`config.mk`:
```
export PLATFORM = sky130hd
export DESIGN_NAME = err_cnt_bank
export DESIGN_NICKNAME = d
export VERILOG_FILES = /design/src/rtl/err_cnt_pkg.sv /design/src/rtl/err_latch_ctrl.sv /design/src/rtl/err_cnt_lane.sv /design/src/rtl/err_cnt_bank.sv
export SDC_FILE = /design/constraint.sdc
export NUM_CORES = 1
export LEC_CHECK = 0
export ABC_CLOCK_PERIOD_IN_PS = 2200
export BUFFER_PORTS_ARGS = -buffer_cell sky130_fd_sc_hd__buf_2
export CAP_MARGIN = 10
export CORE_UTILIZATION = 60
export CTS_BUF_LIST = sky130_fd_sc_hd__clkbuf_2 sky130_fd_sc_hd__clkbuf_4 sky130_fd_sc_hd__clkbuf_8
export DETAILED_ROUTE_END_ITERATION = 12
export PLACE_DENSITY = 0.79
export SYNTH_ARGS = -nofsm -noshare
export SYNTH_HDL_FRONTEND = slang
export SYNTH_SLANG_ARGS = --single-unit
export TNS_END_PERCENT = 50
```
`constraint.sdc`:
```
create_clock -name clk -period 2.2 [get_ports clk]
set_input_delay 0.22 -clock clk [delete_from_list [all_inputs] [get_ports clk]]
set_output_delay 0.22 -clock clk [all_outputs]
set_load 0.02 [all_outputs]
```
`src/rtl/err_cnt_pkg.sv`:
```
package err_cnt_pkg;
    parameter int unsigned ERR_LANES = 5;
    parameter int unsigned ERR_WIDTH = 16;

    typedef enum int unsigned {
        LANE_CODE_VIOL = 0,
        LANE_FRAME_BIT = 1,
        LANE_CRC6      = 2,
        LANE_ERR_BLOCK = 3,
        LANE_PATTERN   = 4
    } err_lane_e;
endpackage

```
`src/rtl/err_latch_ctrl.sv`:
```
module err_latch_ctrl (
    input  logic clk,
    input  logic rst,
    input  logic tick_i,
    input  logic mode_auto_i,
    input  logic latch_req_i,
    output logic clr_o,
    output logic busy_o
);
    typedef struct packed {
        logic busy;
    } ctrl_s;

    ctrl_s st_d, st_q;

    always_comb begin
        st_d = st_q;
        if (st_q.busy) begin
            st_d.busy = 1'b0;
        end else if (!mode_auto_i && latch_req_i) begin
            st_d.busy = 1'b1;
        end
    end

    always_ff @(posedge clk) begin
        if (rst) st_q <= '0;
        else     st_q <= st_d;
    end

    assign clr_o  = (mode_auto_i && tick_i) || st_q.busy;
    assign busy_o = st_q.busy;

    // handshake flag lasts exactly one cycle
    a_r4_busy_one_cycle: assert property (@(posedge clk) disable iff (rst)
        st_q.busy |=> !st_q.busy);
    // a request in on-demand mode raises the flag
    a_r4_req_sets_busy: assert property (@(posedge clk) disable iff (rst)
        (!mode_auto_i && latch_req_i && !st_q.busy) |=> st_q.busy);
    // requests are ignored in one-second mode
    a_r8_req_ignored: assert property (@(posedge clk) disable iff (rst)
        (mode_auto_i && !st_q.busy) |=> !st_q.busy);
endmodule

```
`src/rtl/err_cnt_lane.sv`:
```
module err_cnt_lane #(
    parameter int unsigned WIDTH = 16
) (
    input  logic             clk,
    input  logic             rst,
    input  logic             ev_i,
    input  logic             clr_i,
    output logic [WIDTH-1:0] buf_o
);
    localparam logic [WIDTH-1:0] MAX_CNT = {WIDTH{1'b1}};
    localparam logic [WIDTH-1:0] ONE_CNT = {{(WIDTH-1){1'b0}}, 1'b1};

    typedef struct packed {
        logic [WIDTH-1:0] cnt;
        logic [WIDTH-1:0] snap;
    } lane_s;

    lane_s st_d, st_q;

    always_comb begin
        st_d = st_q;
        if (clr_i) begin
            st_d.snap = st_q.cnt;
            st_d.cnt  = ev_i ? ONE_CNT : '0;
        end else if (ev_i && st_q.cnt != MAX_CNT) begin
            st_d.cnt = st_q.cnt + ONE_CNT;
        end
    end

    always_ff @(posedge clk) begin
        if (rst) st_q <= '0;
        else     st_q <= st_d;
    end

    assign buf_o = st_q.snap;

    // a saturated count stays saturated until restart
    a_r6_no_overflow: assert property (@(posedge clk) disable iff (rst)
        (st_q.cnt == MAX_CNT && !clr_i) |=> st_q.cnt == MAX_CNT);
    // an event below the limit advances the count by one
    a_r2_increment: assert property (@(posedge clk) disable iff (rst)
        (!clr_i && ev_i && st_q.cnt != MAX_CNT) |=> st_q.cnt == $past(st_q.cnt) + ONE_CNT);
    // an event coinciding with a restart starts the new period at one
    a_r7_restart_with_event: assert property (@(posedge clk) disable iff (rst)
        (clr_i && ev_i) |=> st_q.cnt == ONE_CNT);
    a_r7_restart_quiet: assert property (@(posedge clk) disable iff (rst)
        (clr_i && !ev_i) |=> st_q.cnt == '0);
    // a restart copies the live count to the buffer
    a_r3_copy: assert property (@(posedge clk) disable iff (rst)
        clr_i |=> st_q.snap == $past(st_q.cnt));
    // the buffer holds without a restart
    a_r5_hold: assert property (@(posedge clk) disable iff (rst)
        !clr_i |=> $stable(st_q.snap));
endmodule

```
`src/rtl/err_cnt_bank.sv`:
```
module err_cnt_bank
    import err_cnt_pkg::*;
#(
    parameter int unsigned LANES = ERR_LANES,
    parameter int unsigned WIDTH = ERR_WIDTH
) (
    input  logic                        clk,
    input  logic                        rst,
    input  logic [LANES-1:0]            ev_i,
    input  logic                        tick_i,
    input  logic                        mode_auto_i,
    input  logic                        latch_req_i,
    output logic [LANES-1:0][WIDTH-1:0] buf_o,
    output logic                        busy_o
);
    logic clr;

    err_latch_ctrl u_ctrl (
        .clk         (clk),
        .rst         (rst),
        .tick_i      (tick_i),
        .mode_auto_i (mode_auto_i),
        .latch_req_i (latch_req_i),
        .clr_o       (clr),
        .busy_o      (busy_o)
    );

    // lane i takes ev_i[i] and drives buf_o[i]
    for (genvar g = 0; g < LANES; g++) begin : g_lane
        err_cnt_lane #(.WIDTH(WIDTH)) u_lane (
            .clk   (clk),
            .rst   (rst),
            .ev_i  (ev_i[g]),
            .clr_i (clr),
            .buf_o (buf_o[g])
        );
    end

    // a tick in on-demand mode with no pending request leaves buffers alone
    a_r8_tick_ignored: assert property (@(posedge clk) disable iff (rst)
        (!mode_auto_i && !busy_o) |=> $stable(buf_o));
endmodule

```
======== Yosys cells after proc, flatten, opt, wreduce, memory -nomap -nowiden ========
Index checks and enable logic that the tools add are counted.
Widths: inputs -> output; s select.
operators by class
  add/sub/neg operators ................... 5
  eq/ne operators ......................... 5
  muxes and demuxes ....................... 16
  reductions and logical operators ........ 15
operator list
  kind                   number
  $mux 16                10
  $add 16x1->16 const B  5
  $ne 16x16->1 const B   5
  $reduce_bool 2->1      5
  $logic_and 1x1->1      7
  $mux 1                 6
  $reduce_or 2->1        1
  $logic_not 1->1        1
  $logic_or 1x1->1       1
storage, ports and cells
  register bits ........................... 161
  input port bits ......................... 10
  output and inout port bits .............. 81
  logic and storage cells ................. 52

======== Logic depth before layout (Yosys ltp) ========
Gate-level depths: netlist (run 1).
  word-level depth ........................ 4
  mapped depth ............................ 7
  gate-level depth less buffers ........... 6

======== Hierarchy ========
Synthesis (run 1) repeated with hierarchy kept, for this count alone.
unflattened totals
  cells, all modules ...................... 851
  area total of the unflattened synthesis .. 7880.1 sq um
modules (own cells, without submodules)
  module                                instances  cells each  area each (sq um)  sequential area each (sq um)
  err_cnt_lane at g_lane[0].u_lane ...  4          170         1572.8             640.6
  err_cnt_lane at g_lane[2].u_lane      1          168         1545.2             640.6
  err_latch_ctrl                        1          3           43.8               20.0

======== Worst setup path before layout (run 1) ========
Ideal clock, no wire load.
  path type ............................... register -> register
  from .................................... register g_lane[4].u_lane.st_q[16] (netlist bit)
  to ...................................... register g_lane[4].u_lane.st_q[27] (netlist bit)
  data arrival time ....................... 1564 ps
  data required time ...................... 2068 ps
  setup slack ............................. 504 ps
  stages on the path, launching flop included .. 8
  path buffers ............................ 1
  clock period less this slack ............ 1696 ps
  path through ............................ dfxtp_1 -> ha_1 -> nand3_1 -> or3_1 -> buf_6 -> o2111ai_4 -> or3_1 -> a21oi_1
on the way
  longest elaborated chain between the ends .. 3
  elaborated cells on any way between the ends .. 6
ends and longest elaborated chain
  what                                           RTL line                                RTL
  from (decl)                                    err_cnt_lane.sv:18                      lane_s st_d, st_q;
  from (signal assigned)                         err_cnt_lane.sv:32                      else st_q <= st_d;
  $add 16x1->16 or $ne 16x16->1 (tied branches)  err_cnt_lane.sv:26, err_cnt_lane.sv:25
  $mux 16 or $logic_and 1x1->1 (tied branches)   err_cnt_lane.sv:25                      end else if (ev_i && st_q.cnt != MAX_CNT) begin
  $mux 16 or $reduce_bool 2->1 (tied branches)   -
Parallel ways exist; a longest one is shown, timed or not. The select of a mux whose other input is x is not followed.
A chain may end at the register's enable or synchronous reset.

======== Worst setup path in the final report (run 1) ========
  from .................................... register g_lane[4].u_lane.st_q[16] (netlist bit)
  to ...................................... register g_lane[4].u_lane.st_q[31] (netlist bit)
Same word-level chain as after synthesis.

==> flow_summary_export.csv, run 1 <==
group,metric,value,unit
cts,postCtsSetupBuffers,0,
global_route,overflow,0,
critical_path,critPathLaunch,"g_lane[4].u_lane.st_q[16]",
critical_path,max_stage_delay,490,ps
cts,post_cts_resized,0,
die,die_area,12700,um2
critical_path,path_class,"register to register",
global_route,use_met3,5.94,%
yosys,synth_warnings,0,
power,internal_power,4.30,mW
yosys,async_reset_ff_share,0,%
timing,post-route-min-period,1930,ps
drt,drtIter0Drc,223,
finish,nFillCells,1056,
timing,slew_violations,0,
global_route,busiest_layer,"met2",
finish,final_nets,929,
critical_path,crit_path_end,"g_lane[4].u_lane.st_q[31]",
cts,clock-root-buffer,"clkbuf_8",
global_route,grt_pass1_wl,24.9,mm
die,io_pins,91,
power,p_switching,1.24,mW
timing,tightest_slew,490,ps
die,die_y,113,um
yosys,synth_ff_type,"dfxtp_1",
critical_path,worstPathMaxFanout,9,
power,pwr_density_cell,711,nW/um2
cts,htree_levels,4,
placement,io_buffer_count,90,
global_route,grt_pass1_vias,5391,
yosys,ys_types,50,
power,p_clk_share,41.9,%
drt,firstDrtPassIters,7,
yosys,ys_seq_area_share,43.9,%
die,row_count,40,
yosys,ys_seq_elements,161,
drt,wl_per_cell,13.6,um
cts,cts_tree,"built",
critical_path,cp-start-kind,"register",
finish,multi_input_area,3320,um2
global_route,grt_max_degree,86,
timing,hold_viol_final,0,
cts,cts_buffers,17,
drt,drc,0,
timing,rsz0062_at_grt,"no",
critical_path,path_cells,"ha_1, nand3_1, or3_1, o2111ai_4, o21ai_0, a21oi_1",
global_route,track_usage,24.2,%
timing,setup-tns-final,0,ps
run,drv_cap,0,
drt,drt-vias-per-instance,5.65,
cts,clk_pin_slew,70,ps
drt,detail-route-antenna-nets,0,
timing,setup_viol,0,
cts,cts_hold_buf,1,
placement,place_hpwl,9.97,mm
critical_path,worstReg2RegEnd,"g_lane[4].u_lane.st_q[31]",
die,die_w,113,um
critical_path,required,2570,ps
timing,period_share,87.8,%
finish,area.growth.synth_to_final,5.94,%
finish,antennaDiodeCount,0,
cts,cts_sinks,161,
global_route,grt_antenna_before_repair,0,
critical_path,worst-endpoint-arrival,2310,ps
finish,regArea,3220,um2
timing,max_slew_margin,67.3,%
power,swShare,22.3,%
yosys,syn_nets,932,
die,core-area,12000,um2
cts,clk_path_buf_depth,2,
timing,skew,8.88,ps
yosys,synth_edf_count,0,
power,vdd_ir_drop_max,677,uV
power,combPwrFrac,4.8,%
worst_hold_path,min_path_type,"primary input to register",
power,p_leak,2.85,nW
critical_path,r2r-start,"g_lane[4].u_lane.st_q[16]",
yosys,synthCells,917,
critical_path,reg2reg_slack,270,ps
critical_path,cp-end-kind,"register",
placement,globalplace.congestion,0.850,
status,status,"finished, final reports clean",
drt,vias,6068,
critical_path,ff2ff_path_depth,6,
yosys,mappedNetlistArea,7350,um2
drt,wirelength,14.6,mm
critical_path,cp_slowest_cell,"or3_1",
finish,drive_above_1_share,16.2,%
power,seqPwrFrac,53.3,%
global_route,gr-usage-met1,32.0,%
yosys,synth_area_per_cell,8.01,um2
finish,fin_util,65.1,%
die,start_util,61.4,%
timing,timing.fmax,517,MHz
global_route,grtUsageMet2,39.1,%
cts,clk_latency,450,ps
[registers in the layout, summed over array words and instances, names as in the netlist]
name and flops:
g_lane.u_lane.buf_o 80, u_ctrl.busy_o 1, g_lane.u_lane.st_q 80
[synthesized netlist by cell type, drive strengths merged, types with 3 or more instances]
master | n | area (um2)
or4 | 4 | 30.0
nor4b | 3 | 26.3
nand3 | 29 | 150
a31oi | 8 | 50.1
inv | 7 | 26.3
xor2 | 18 | 158
o211ai | 5 | 37.5
clkbuf | 36 | 135
and4 | 14 | 123
and2 | 3 | 18.8
nand2 | 195 | 732
nor2 | 62 | 233
and3 | 10 | 62.6
or3 | 15 | 93.8
a21oi | 106 | 531
a211oi | 5 | 37.5
xnor2 | 19 | 166
o21ai | 27 | 135
nand4 | 39 | 250
buf | 93 | 664
nor3 | 16 | 80.1
ha | 5 | 62.6
o2111ai | 3 | 43.8
nor4 | 11 | 90.1
dfxtp | 161 | 3220
[through the flow]
stage	power, mW	setup WS [ps]	instances	instance area (um2)	hold slack (ps)
after CTS	5.58	276	1074	7790	10.4
after global routing	5.74	91.5	1074	7790	12.4
after detailed placement	3.29	294	1041	7340	440
final	5.54	267	1074	7790	40.5
after floorplan	3.20	504	917	7350	297
after global placement	3.28	366	1041	7340	435
[worst min-delay path by stage]
stage / start / to / cells past startpoint
after floorplan: mode_auto_i / u_ctrl.busy_o / 1
after global placement: g_lane[4].u_lane.buf_o[0] / g_lane[4].u_lane.buf_o[0] / 2
after detailed placement: g_lane[2].u_lane.buf_o[12] / g_lane[2].u_lane.buf_o[12] / 2
after CTS: latch_req_i / u_ctrl.busy_o / 2
after global routing: latch_req_i / u_ctrl.busy_o / 2
final: latch_req_i / u_ctrl.busy_o / 2
[cells in the final DEF (no fill, tap or decap), types with 7 or more instances in the layout]
cell type / count
a21oi_1: 105
a31oi_1: 8
and3_1: 10
and4_1: 14
buf_2: 90
buf_4: 14
clkbuf_8: 19
clkinv_2: 7
dfxtp_1: 161
inv_1: 7
nand2_1: 194
nand3_1: 28
nand4_1: 38
nor2_1: 62
nor3_1: 16
nor4_1: 9
o21ai_0: 26
or3_1: 15
xnor2_1: 19
xor2_1: 18
[kinds of logic after synthesis]
kind of cell	synth area share [%]
and+or+nand+nor	26.6
AOI/OAI and AO/OA	12.6
DFF	43.9
buffers and inverters	11.2
xor gates and xnor gates	4.41
adders and majority gates	0.851
muxes	0.426
[metal layers]
metal	routed length [um]	vias up
met5	0	-
met4	141	0
met3	664	18
met2	6690	139
met1	7150	2821
li1	-	3090
[worst max-delay path, delay by kind of cell, from the launching register on]
kind / cells / cell delay (ps)
AO/OA/AOI/OAI: 3 / 630
adder cells (fa/ha/maj): 1 / 210
flip-flops: 1 / 420
AND/OR/NAND/NOR: 2 / 600
[power groups by stage]
stage,Combinational (mW),Clock [mW],Sequential [mW]
floorplan,0.183,0,3.02
global placement,0.264,0,3.02
detailed placement,0.267,0,3.02
CTS,0.268,2.36,2.95
global route,0.295,2.48,2.96
finish,0.266,2.32,2.95
[area by class of cell]
| type | instances | share of cell area, % |
|---|---|---|
| clock buffers | 20 | 3.45 |
| clock inverters | 12 | 2.09 |
| inverters | 7 | 0.337 |
| multi-input cells | 620 | 42.6 |
| flip-flops and latches | 161 | 41.4 |
| well taps | 147 | 2.36 |
| repair buffers | 107 | 7.78 |
Note: power is estimated with default switching activity, not from simulation.
==> run 2, diff against run 1 <==
==> constraint.sdc (replaced) <==
create_clock -name clk -period 2.2 [get_ports clk]
set_input_delay 0.44 -clock clk [delete_from_list [all_inputs] [get_ports clk]]
set_output_delay 0.44 -clock clk [all_outputs]
set_load 0.02 [all_outputs]
==> run 2 against run 1 <==
Effect of this change:
- critical path depth stayed put
- sequential share of layout area is 0.21 points higher
- register-to-register slack worse by 50 ps
- critical path type unchanged
- wire length is 1.0% higher
- worst setup slack worse by 51 ps
- non-clock buffer count is 2 higher
- global-route usage is 0.20 points higher
- die area stayed put
- sequential cell count stayed put
- clock skew hardly changed
- final area is 0.50% lower
- critical endpoint unchanged
- first-iteration DRC count is 24% higher
==> flow_summary_export.csv, run 2 (same netlist as run 1, synthesis figures left out) <==
group,metric,value,unit
status,status,"finished, final reports clean",
cts,post_cts_resized,0,
cts,cts_sinks,161,
critical_path,required,2590,ps
timing,tightest_slew,538,ps
critical_path,worstPathMaxFanout,9,
global_route,grt_max_degree,53,
worst_hold_path,min-delay-start,"mode_auto_i",
finish,multi_input_area,3320,um2
critical_path,cp-start-kind,"register",
timing,max_slew_margin,64.1,%
power,p_switching,1.22,mW
critical_path,reg2reg_slack,220,ps
finish,nFillCells,1074,
timing,skew,9.29,ps
timing,timing.fmax,504,MHz
finish,regArea,3220,um2
critical_path,path_cells,"ha_1, nand3_1, or3_1, o2111ai_4, o21ai_0, a21oi_1",
drt,vias,6027,
cts,htree_levels,4,
global_route,grt_antenna_before_repair,0,
die,die_w,113,um
critical_path,cp_slowest_cell,"or3_1",
placement,globalplace.congestion,0.872,
cts,cts_tree,"built",
finish,antennaDiodeCount,0,
finish,area.growth.synth_to_final,5.41,%
timing,setup-tns-final,0,ps
cts,clk_pin_slew,80,ps
cts,clk_path_buf_depth,2,
timing,slew_violations,0,
power,seqPwrFrac,55.0,%
global_route,track_usage,24.4,%
timing,period_share,90.1,%
cts,clock-root-buffer,"clkbuf_8",
finish,fin_util,64.8,%
worst_hold_path,hold_depth,2,
die,core-area,12000,um2
finish,final_nets,931,
critical_path,path_buf_inv,0,
timing,setup_viol,0,
power,vdd_ir_drop_max,332,uV
critical_path,path_class,"register to register",
critical_path,cp-end-kind,"register",
timing,post-route-min-period,1980,ps
power,p_clk_share,40.2,%
global_route,grt_pass1_wl,25.1,mm
drt,firstDrtPassIters,4,
drt,drtIter0Drc,276,
cts,clk_latency,450,ps
drt,wirelength,14.8,mm
timing,hold_viol_final,0,
global_route,overflow,0,
die,row_count,40,
critical_path,r2r-start,"g_lane[4].u_lane.st_q[16]",
drt,drt-vias-per-instance,5.60,
power,swShare,22.7,%
cts,cts_buffers,17,
critical_path,ff2ff_path_depth,6,
timing,rsz0062_at_grt,"no",
power,combPwrFrac,4.8,%
critical_path,max_stage_delay,490,ps
power,p_leak,2.84,nW
critical_path,crit_family,"compound AO/OA/AOI/OAI gates",
drt,wl_per_cell,13.7,um
drt,drc,0,
power,pwr_density_cell,693,nW/um2
drt,detail-route-antenna-nets,0,
die,die_y,113,um
power,internal_power,4.15,mW
finish,mostFrequentLayoutCells,"nand2_1, dfxtp_1, a21oi_1, buf_2, nor2_1",
worst_hold_path,min_path_type,"primary input to register",
global_route,grt_pass1_vias,5396,
critical_path,worst-endpoint-arrival,2370,ps
worst_hold_path,min_to,"u_ctrl.busy_o",
placement,place_hpwl,10.2,mm
cts,cts_hold_buf,0,
run,drv_cap,0,
die,start_util,61.4,%
finish,layout_commonest_cell,"nand2_1",
cts,postCtsSetupBuffers,0,
finish,drive_above_1_share,16.5,%
critical_path,worstReg2RegEnd,"g_lane[4].u_lane.st_q[31]",
die,io_pins,91,
die,die_area,12700,um2
placement,io_buffer_count,90,
-- run 2: changes by cell type in the layout (fill, tap and decap cells not counted) --
cell,previous run,this run
clkbuf_8,19,24
bufinv_16,4,1
clkinvlp_4,1,0
clkbuf_4,1,4
buf_4,14,19
dlygate4sd3_1,1,0
buf_12,2,0
clkinv_2,7,3
-- run 2: power groups by stage --
stage	sequential [mW]	clock, mW	combinational, mW
6_report	2.95	2.16	0.258
5_1_grt	2.96	2.33	0.285
4_1_cts	2.95	2.20	0.259
3_5_place_dp	3.02	0	0.259
3_3_place_gp	3.02	0	0.254
2_1_floorplan	3.02	0	0.183
-- run 2: worst max-delay path by stage --
stage | slack [ps] | depth (start not counted) | startpoint | to
after floorplan | 500 | 7 | g_lane[4].u_lane.st_q[16] | g_lane[4].u_lane.st_q[27]
after global placement | 370 | 6 | g_lane[4].u_lane.st_q[16] | g_lane[4].u_lane.st_q[27]
after detailed placement | 290 | 6 | g_lane[4].u_lane.st_q[16] | g_lane[4].u_lane.st_q[29]
after CTS | 230 | 6 | g_lane[4].u_lane.st_q[16] | g_lane[4].u_lane.st_q[31]
after global routing | 90 | 6 | g_lane[4].u_lane.st_q[16] | g_lane[4].u_lane.st_q[31]
final | 220 | 6 | g_lane[4].u_lane.st_q[16] | g_lane[4].u_lane.st_q[31]
-- run 2: through the flow --
stage	hold WS, ps	total power [mW]	worst slack (ps)	instance area, um2	std cells
final	206	5.37	217	7750	1076
after global routing	185	5.57	85.1	7750	1076
after CTS	177	5.42	229	7750	1076
after detailed placement	441	3.28	288	7340	1044
after global placement	435	3.28	368	7340	1044
after floorplan	432	3.20	504	7350	917
-- run 2: area by class of cell --
class / count / area share (%)
flip-flops and latches: 161 / 41.6
repair buffers: 109 / 7.66
inverters: 7 / 0.339
well taps: 147 / 2.37
clock inverters: 4 / 0.581
multi-input cells: 620 / 42.8
clock buffers: 28 / 4.65
-- run 2: worst register-to-register path, stage by stage (launching register included) --
cell and delay, ps:
dfxtp_1 450, ha_1 220, nand3_1 110, or3_1 490, o2111ai_4 360, o21ai_0 170, a21oi_1 130
-- run 2: routing by layer --
metal	track usage [%]	vias up	wire, um
met2	39.3	127	6640
met5	0	-	0
met3	5.29	27	761
met4	10.0	0	250
met1	31.9	2782	7140
li1	-	3091	-
